### src/rtl/evt_counter.sv
module evt_counter #(
  parameter int CW   = 16,
  parameter int SYNC = 2
) (
  input  logic          clk,
  input  logic          rst_n,
  input  logic          evt_in,
  input  logic          cnt_en,
  input  logic [2:0]    mode,
  input  logic [1:0]    edge_sel,
  input  logic          cmp_we,
  input  logic [CW-1:0] cmp_wdata,
  output logic [CW-1:0] count,
  output logic          cmp_irq
);

  localparam logic [2:0]    RUN_MODE = 3'b001;
  localparam logic [CW-1:0] ALL_ONES = {CW{1'b1}};

  logic [SYNC-1:0] sync_q;
  logic            evt_prev;
  logic            evt_s;
  logic            rise, fall, vedge;
  logic            run, run_q, start, step;
  logic [CW-1:0]   cmp_reg, cmp_buf, cnt_q;
  logic            irq_q;

  assign evt_s = sync_q[SYNC-1];
  assign rise  = evt_s & ~evt_prev;
  assign fall  = ~evt_s & evt_prev;

  always_comb begin
    case (edge_sel)
      2'b01:   vedge = rise;
      2'b10:   vedge = fall;
      2'b11:   vedge = rise | fall;
      default: vedge = 1'b0;
    endcase
  end

  assign run   = cnt_en && (mode == RUN_MODE);
  assign start = run && !run_q;
  assign step  = run && !start && vedge;

  always_ff @(posedge clk or negedge rst_n) begin
    if (!rst_n) begin
      sync_q   <= '0;
      evt_prev <= 1'b0;
      run_q    <= 1'b0;
    end else begin
      sync_q   <= {sync_q[SYNC-2:0], evt_in};
      evt_prev <= evt_s;
      run_q    <= run;
    end
  end

  always_ff @(posedge clk or negedge rst_n) begin
    if (!rst_n)      cmp_reg <= '0;
    else if (cmp_we) cmp_reg <= cmp_wdata;
  end

  always_ff @(posedge clk or negedge rst_n) begin
    if (!rst_n) begin
      cnt_q   <= '0;
      cmp_buf <= '0;
      irq_q   <= 1'b0;
    end else begin
      irq_q <= 1'b0;
      if (start) begin
        cnt_q   <= ALL_ONES;
        cmp_buf <= cmp_reg;
      end else if (step) begin
        cmp_buf <= cmp_reg;
        if (cnt_q == cmp_buf) begin
          cnt_q <= '0;
          irq_q <= 1'b1;
        end else begin
          cnt_q <= cnt_q + 1'b1;
        end
      end
    end
  end

  assign count   = cnt_q;
  assign cmp_irq = irq_q;


  preset_chk: assert property (@(posedge clk) disable iff (!rst_n)
    (run && !run_q) |=> (count == ALL_ONES));


  cnt_hold_chk: assert property (@(posedge clk) disable iff (!rst_n)
    !(run && (run_q ? vedge : 1'b1)) |=> $stable(count));


  buf_hold_chk: assert property (@(posedge clk) disable iff (!rst_n)
    !(run && (vedge || !run_q)) |=> $stable(cmp_buf));


  irq_clear_chk: assert property (@(posedge clk) disable iff (!rst_n)
    cmp_irq |-> (count == '0));


  idle_chk: assert property (@(posedge clk) disable iff (!rst_n)
    !run |=> (!cmp_irq && $stable(count)));

endmodule

### config.mk
export PLATFORM = sky130hd
export DESIGN_NAME = evt_counter
export DESIGN_NICKNAME = d
export VERILOG_FILES = /design/src/rtl/evt_counter.sv
export SDC_FILE = /design/constraint.sdc
export NUM_CORES = 1
export LEC_CHECK = 0
export ABC_AREA = 1
export BUFFER_PORTS_ARGS = -buffer_cell sky130_fd_sc_hd__buf_2
export CORE_ASPECT_RATIO = 1.75
export CORE_MARGIN = 8
export CORE_UTILIZATION = 59
export CTS_BUF_LIST = sky130_fd_sc_hd__clkbuf_4 sky130_fd_sc_hd__clkbuf_8
export CTS_CLUSTER_DIAMETER = 120
export CTS_CLUSTER_SIZE = 24
export DETAILED_ROUTE_END_ITERATION = 6
export GPL_ROUTABILITY_DRIVEN = 0
export PLACE_DENSITY = 0.82
export SETUP_SLACK_MARGIN = 0.1
export SYNTH_ARGS = -nofsm -noshare
export SYNTH_HDL_FRONTEND = slang
export SYNTH_SLANG_ARGS = --single-unit
export TNS_END_PERCENT = 5
### constraint.sdc
create_clock -name clk -period 1.65 [get_ports clk]
set_input_delay 0.4125 -clock clk [delete_from_list [all_inputs] [get_ports clk]]
set_output_delay 0.4125 -clock clk [all_outputs]
set_load 0.05 [all_outputs]
After elaboration in Yosys (flattened, before gate mapping)
Index checks and enable logic that the tools add are counted.
{ "word_totals": {"inputBits": 26, "output_inout_bits": 17, "register_bits": 53} }
{ "op_classes": {"bitwise": 5, "reduce_logical": 7, "n_eq_ne": 5, "n_addsub": 1, "mux": 9} }
{ "op_table": {"columns": ["operator", "count"], "rows": [
  ["2-to-1 mux 16 bit", 5],
  ["adder 16 x 1 -> 16 bit (second input constant)", 1],
  ["equality test 16 bit", 1],
  ["equality test 2 bit (second input constant)", 2],
  ["logical AND 1 bit", 4],
  ["equality test 3 x 1 -> 1 bit (second input constant)", 1],
  ["2-to-1 mux 1 bit", 3],
  ["one-hot mux 1 bit (3 select lines)", 1],
  ["AND 1 bit", 2],
  ["equality test 2 x 1 -> 1 bit (second input constant)", 1],
  ["zero test 1 bit", 2],
  ["inverter 1 bit", 2],
  ["nonzero test 2 bit", 1],
  ["OR 1 bit", 1]
]} }

Logic depth before layout (Yosys ltp)
{ "logic_depth": {"depth_word": 8, "mapped_depth": 11, "mapped_depth_nobuf": 9} }

Least setup slack after synthesis
No wires, ideal clock.
{ "synth_path": {"kind": "flip-flop to flip-flop", "start": "register cnt_q[1] (netlist: count[1])", "end": "register cnt_q[14] (netlist: count[14])", "n_path_buf": 0, "path_stages_with_launch": 9, "t_arrival_ns": 1.575, "period_less_slack_ns": 1.696, "setup_ns": 0.121, "setup_slack_ns": -0.046, "path_cell_list": "dfrtp_1 -> ha_1 -> nand3_1 -> nor2_1 -> nand3_1 -> nand2_1 -> nand2_1 -> nand3_1 -> nand2_1"} }
{ "synth_via": {"elab_chain_cells": 4} }
{ "synth_rtl": {"columns": ["item", "line_no", "rtl"], "rows": [
  ["start: declaration", "25", "logic [CW-1:0] cmp_reg, cmp_buf, cnt_q;"],
  ["start signal: assignment", "78", "cnt_q <= cnt_q + 1'b1;"],
  ["adder 16 x 1 -> 16 bit / equality test 16 bit (equally long branches)", "78, 74", null],
  ["2-to-1 mux 16 bit (*)", "74", "if (cnt_q == cmp_buf) begin"],
  ["2-to-1 mux 16 bit (*)", "72", "end else if (step) begin"],
  ["2-to-1 mux 16 bit (*)", "69", "if (start) begin"]
]} }
Mark *: on every way between the ends. The rest lies on a longest branch, timed or not. The select of a mux whose other input is x is not followed.
A chain may end at the register's enable or synchronous reset.

Worst setup path in the final report
{ "layout_path": {"start": "register sync_q[1]", "end": "register cmp_buf[11]"} }
{ "layout_via": {"elab_chain_cells": 6} }
{ "layout_rtl": {"columns": ["item", "line_no", "rtl"], "rows": [
  ["start: declaration", "20", "logic [SYNC-1:0] sync_q;"],
  ["start signal: assignment", "51", "sync_q <= {sync_q[SYNC-2:0], evt_in};"],
  ["inverter 1 bit", "30", "assign fall = ~evt_s & evt_prev;"],
  ["AND 1 bit", "30", null],
  ["OR 1 bit", "36", "2'b11: vedge = rise | fall;"],
  ["one-hot mux 1 bit (3 select lines) (*)", "33", "case (edge_sel)"],
  ["logical AND 1 bit (*)", "43", "assign step = run && !start && vedge;"],
  ["nonzero test 2 bit (no source line) (*)", null, null],
  ["end signal: assignment", "71", "cmp_buf <= cmp_reg;"],
  ["end signal: assignment", "73", "cmp_buf <= cmp_reg;"],
  ["end: declaration", "25", null]
]} }
Mark *: on every way between the ends. The rest lies on a longest branch, timed or not.

==> run_results.csv <==
group,metric,value,unit
layout,fillCellCount,331,
drt,postRouteAntennaNets,0,
synthesis,yosys.area_share.simple,25.8,%
layout,final_common_cell,"sky130_fd_sc_hd__nand2_1",
global_routing,grt_overflow,0,
synthesis,synth_xor_xnor_area_share,2.52,%
worst_setup_path,ff2ff_setup_slack,-0.06,ns
global_routing,grt_start_max_net_pins,37,
worst_setup_path,crit_required,1.84,ns
drt,first_pass_detailed_route_iteration_total,5,
drt,post-route-drc-count,0,
sta,fin_worst_skew,0.00554,ns
clocking,hold_buffers,0,
drt,detail_route.wirelength,6930,um
synthesis,syn_area_per_cell,8.16,um2
layout,num-nets-final,420,
sta,slew-limit-headroom,72.6,%
layout,antenna_cells,0,
synthesis,distinct_cells_synth,26,
die,chipHeight,107,um
power,seq_power_share,46.5,%
power,net-switching-power,1.31,mW
synthesis,area_fraction_in_compound_gates_after_synthesis,6.67,%
clocking,cts-root-buf,"sky130_fd_sc_hd__clkbuf_8",
global_routing,grt_pass1_vias,2480,
synthesis,synthesis.nets,369,
synthesis,synth_mux_area_share,6.49,%
power,cell_internal_pwr,2.20,mW
sta,hold_ws,0.0211,ns
flow_run,max_cap_violations,0,
worst_setup_path,critical_path_arrival,1.90,ns
power,switching_share,37.3,%
global_routing,grt.total_usage,19.6,%
sta,timing_hold_violations_final,0,
clocking,h_tree_lvl_count,2,
clocking,worstSkewPairLatency,0.31,ns
synthesis,main_flop_type_after_synthesis,"sky130_fd_sc_hd__dfrtp_1",
synthesis,post_synth_edffs,0,
layout,layout.cells.most_common_list,"sky130_fd_sc_hd__nand2_1 (96), sky130_fd_sc_hd__buf_2 (42), sky130_fd_sc_hd__dfrtp_1 (39), sky130_fd_sc_hd__inv_1 (32), sky130_fd_sc_hd__nor2_1 (23)",
drt,routed_length_per_instance,15.6,um
worst_setup_path,crit_path_end_kind,"register",
worst_setup_path,r2r_cell_count,9,
layout,final_core_util,75.8,%
synthesis,seq_area_frac_synth,47.8,%
sta,drv_slew,0,
layout,multiInputGateArea,1420,um2
layout,drive_gt1_share,40.1,%
global_routing,initial_antenna_violation_count,0,
worst_setup_path,critical_path.startpoint_type,"register",
die,coreArea,4620,um2
sta,worst_pin_slew,0.412,ns
global_routing,first_pass_grt_wire_length,11100,um
synthesis,netlist_instances,340,
synthesis,async_reset_ff_share,100,%
clocking,numCtsBuffers,5,
layout,area.growth.synth_to_final,26.3,%
worst_setup_path,worstPathMaxFanout,8,
sta,finalCritPeriodShare,104,%
sta,rsz_0062_raised_after_global_routing,"yes",
outcome,outcome,"finished, violations left",
layout,final-seq-area,1340,um2
synthesis,leading_cell_types_by_total_area_after_synthesis,"sky130_fd_sc_hd__dfrtp_1 (48%), sky130_fd_sc_hd__nand2_1 (15%), sky130_fd_sc_hd__mux2_2 (6.5%)",
synthesis,largest_family_of_logic_cells_by_synthesized_area,"simple AND/OR/NAND/NOR gates",
drt,initialDrtViolationCount,154,
synthesis,yosysWarningCount,0,
placed_design,port-buffer-count,42,
worst_setup_path,worstReg2RegEnd,"cmp_buf[11]",
power,worst_ir_drop_vdd,1080,uV
clocking,max-clock-path-buffers,2,
power,combPwrFrac,31.1,%
hold_path,timing.hold.worst.class,"in2async",
worst_setup_path,worst_r2r_startpoint,"sync_q[1]",
drt,vias,2452,
synthesis,synthDominantCellAreaShare,47.8,%
die,initial_core_util,60.0,%
power,static-leakage-power,1.83,nW
power,clock_power_share,22.4,%
placed_design,post-dp-hpwl,4150,um
die,die_width,67.8,um
sta,fin_ws,-0.0622,ns
clocking,clock_sink_count,53,
synthesis,ys_ff_latch,53,
synthesis,cell_type_with_the_largest_total_area_after_synthesis,"sky130_fd_sc_hd__dfrtp_1",
sta,setup_viol,24,
sta,timing.fmax,584,MHz
die,floorplan.rows,33,
power,total_power,3.51,mW
clocking,cts_tree,"built",
synthesis,mappedNetlistArea,2780,um2
clocking,clkTransAtPathRegs,0.10,ns
worst_setup_path,setup.worst_path.class,"reg2reg",
synthesis,synth-adder-area-share,1.35,%
power,p_per_area,1000,nW/um2
die,design.die.area,7240,um2
outcome,failed_checks,"setup timing",
sta,timing.final.crit_period,1.71,ns
drt,vias_per_cell,5.52,
die,number_of_i_o_pins,43,
==> synthesized netlist by cell type, types with 2 or more instances <==
master                    instances
sky130_fd_sc_hd__inv_1           32
sky130_fd_sc_hd__dfrtp_1         53
sky130_fd_sc_hd__nor2_1          23
sky130_fd_sc_hd__ha_1             3
sky130_fd_sc_hd__buf_6            5
sky130_fd_sc_hd__o21ai_0         31
sky130_fd_sc_hd__buf_4            3
sky130_fd_sc_hd__buf_2            2
sky130_fd_sc_hd__nor2_2           3
sky130_fd_sc_hd__nand4_1          5
sky130_fd_sc_hd__inv_2            9
sky130_fd_sc_hd__nand2_1        112
sky130_fd_sc_hd__xor2_1           8
sky130_fd_sc_hd__o21ai_1          3
sky130_fd_sc_hd__nand3_1         22
sky130_fd_sc_hd__mux2_2          16
==> routing by layer <==
layer	GRT usage (%)	wire [um]	vias to the layer above	share of wire (%)
met3	3.44	353	21	5.1
met2	32.9	3770	86	54
met4	12.1	265	0	3.8
li1	-	-	1180	-
met5	0	0	-	0
met1	21.8	2540	1165	37
==> how the worst max path moves through the flow <==
| stage | startpoint | slack [ns] | endpoint |
|---|---|---|---|
| final | sync_q[1] | -0.06 | cmp_buf[11] |
| after global routing | sync_q[1] | -0.11 | cmp_buf[8] |
| after CTS | sync_q[1] | 0.03 | count[1] |
| after detailed placement | sync_q[1] | 0.04 | cmp_buf[3] |
| after global placement | sync_q[1] | 0.10 | cmp_buf[12] |
| after floorplan | count[15] | 0.10 | count[6] |
==> power groups by stage <==
stage / clock network [mW] / logic (mW) / registers [mW]
floorplan: 0 / 0.637 / 1.72
global placement: 0 / 0.940 / 1.62
detailed placement: 0 / 0.965 / 1.63
CTS: 0.804 / 1.01 / 1.61
global route: 0.842 / 1.21 / 1.66
finish: 0.786 / 1.09 / 1.63
==> stage by stage <==
step / setup TNS [ns] / cells / worst slack [ns] / instance area [um2]
5_1_grt: -2.75 / 444 / -0.112 / 3500
6_report: -0.787 / 444 / -0.0622 / 3500
4_1_cts: 0 / 444 / 0.0319 / 3410
3_3_place_gp: 0 / 425 / 0.105 / 3020
3_5_place_dp: 0 / 425 / 0.0419 / 3020
2_1_floorplan: 0 / 340 / 0.102 / 2790
==> timing repair <==
item | 4_1_cts | 5_1_grt
buffers inserted | 3 | 1
endpoints found under the setup margin | 31 | 34
pin swaps | 19 | 13
cloned | 8 | 0
gates resized for setup | 41 | 39
==> cell families after synthesis <==
| group | Yosys count |
|---|---|
| and+or+nand+nor | 170 |
| xor gates and xnor gates | 8 |
| AOI/OAI and AO/OA | 36 |
| adders and majority gates | 3 |
| muxes | 16 |
| buffers and inverters | 54 |
| DFF | 53 |
==> cell type report <==
cell class,count,share of cell area [%]
repair inverters,1,0.464
multi-input cells,236,40.6
repair buffers,52,11.0
flip-flops and latches,53,38.3
clock inverters,2,0.500
clock buffers,6,2.36
inverters,42,4.86
well taps,52,1.86
==> critical path, cell delays in order (launching register included) <==
cell	delay (ns)
sky130_fd_sc_hd__dfrtp_1	0.39
sky130_fd_sc_hd__buf_4	0.14
sky130_fd_sc_hd__ha_2	0.17
sky130_fd_sc_hd__a21o_1	0.16
sky130_fd_sc_hd__nand4_1	0.11
sky130_fd_sc_hd__buf_6	0.18
sky130_fd_sc_hd__buf_12	0.19
sky130_fd_sc_hd__nand2_8	0.09
sky130_fd_sc_hd__nand2_1	0.08
sky130_fd_sc_hd__o21ai_0	0.08
No activity file was read; power rests on OpenSTA's default activity.
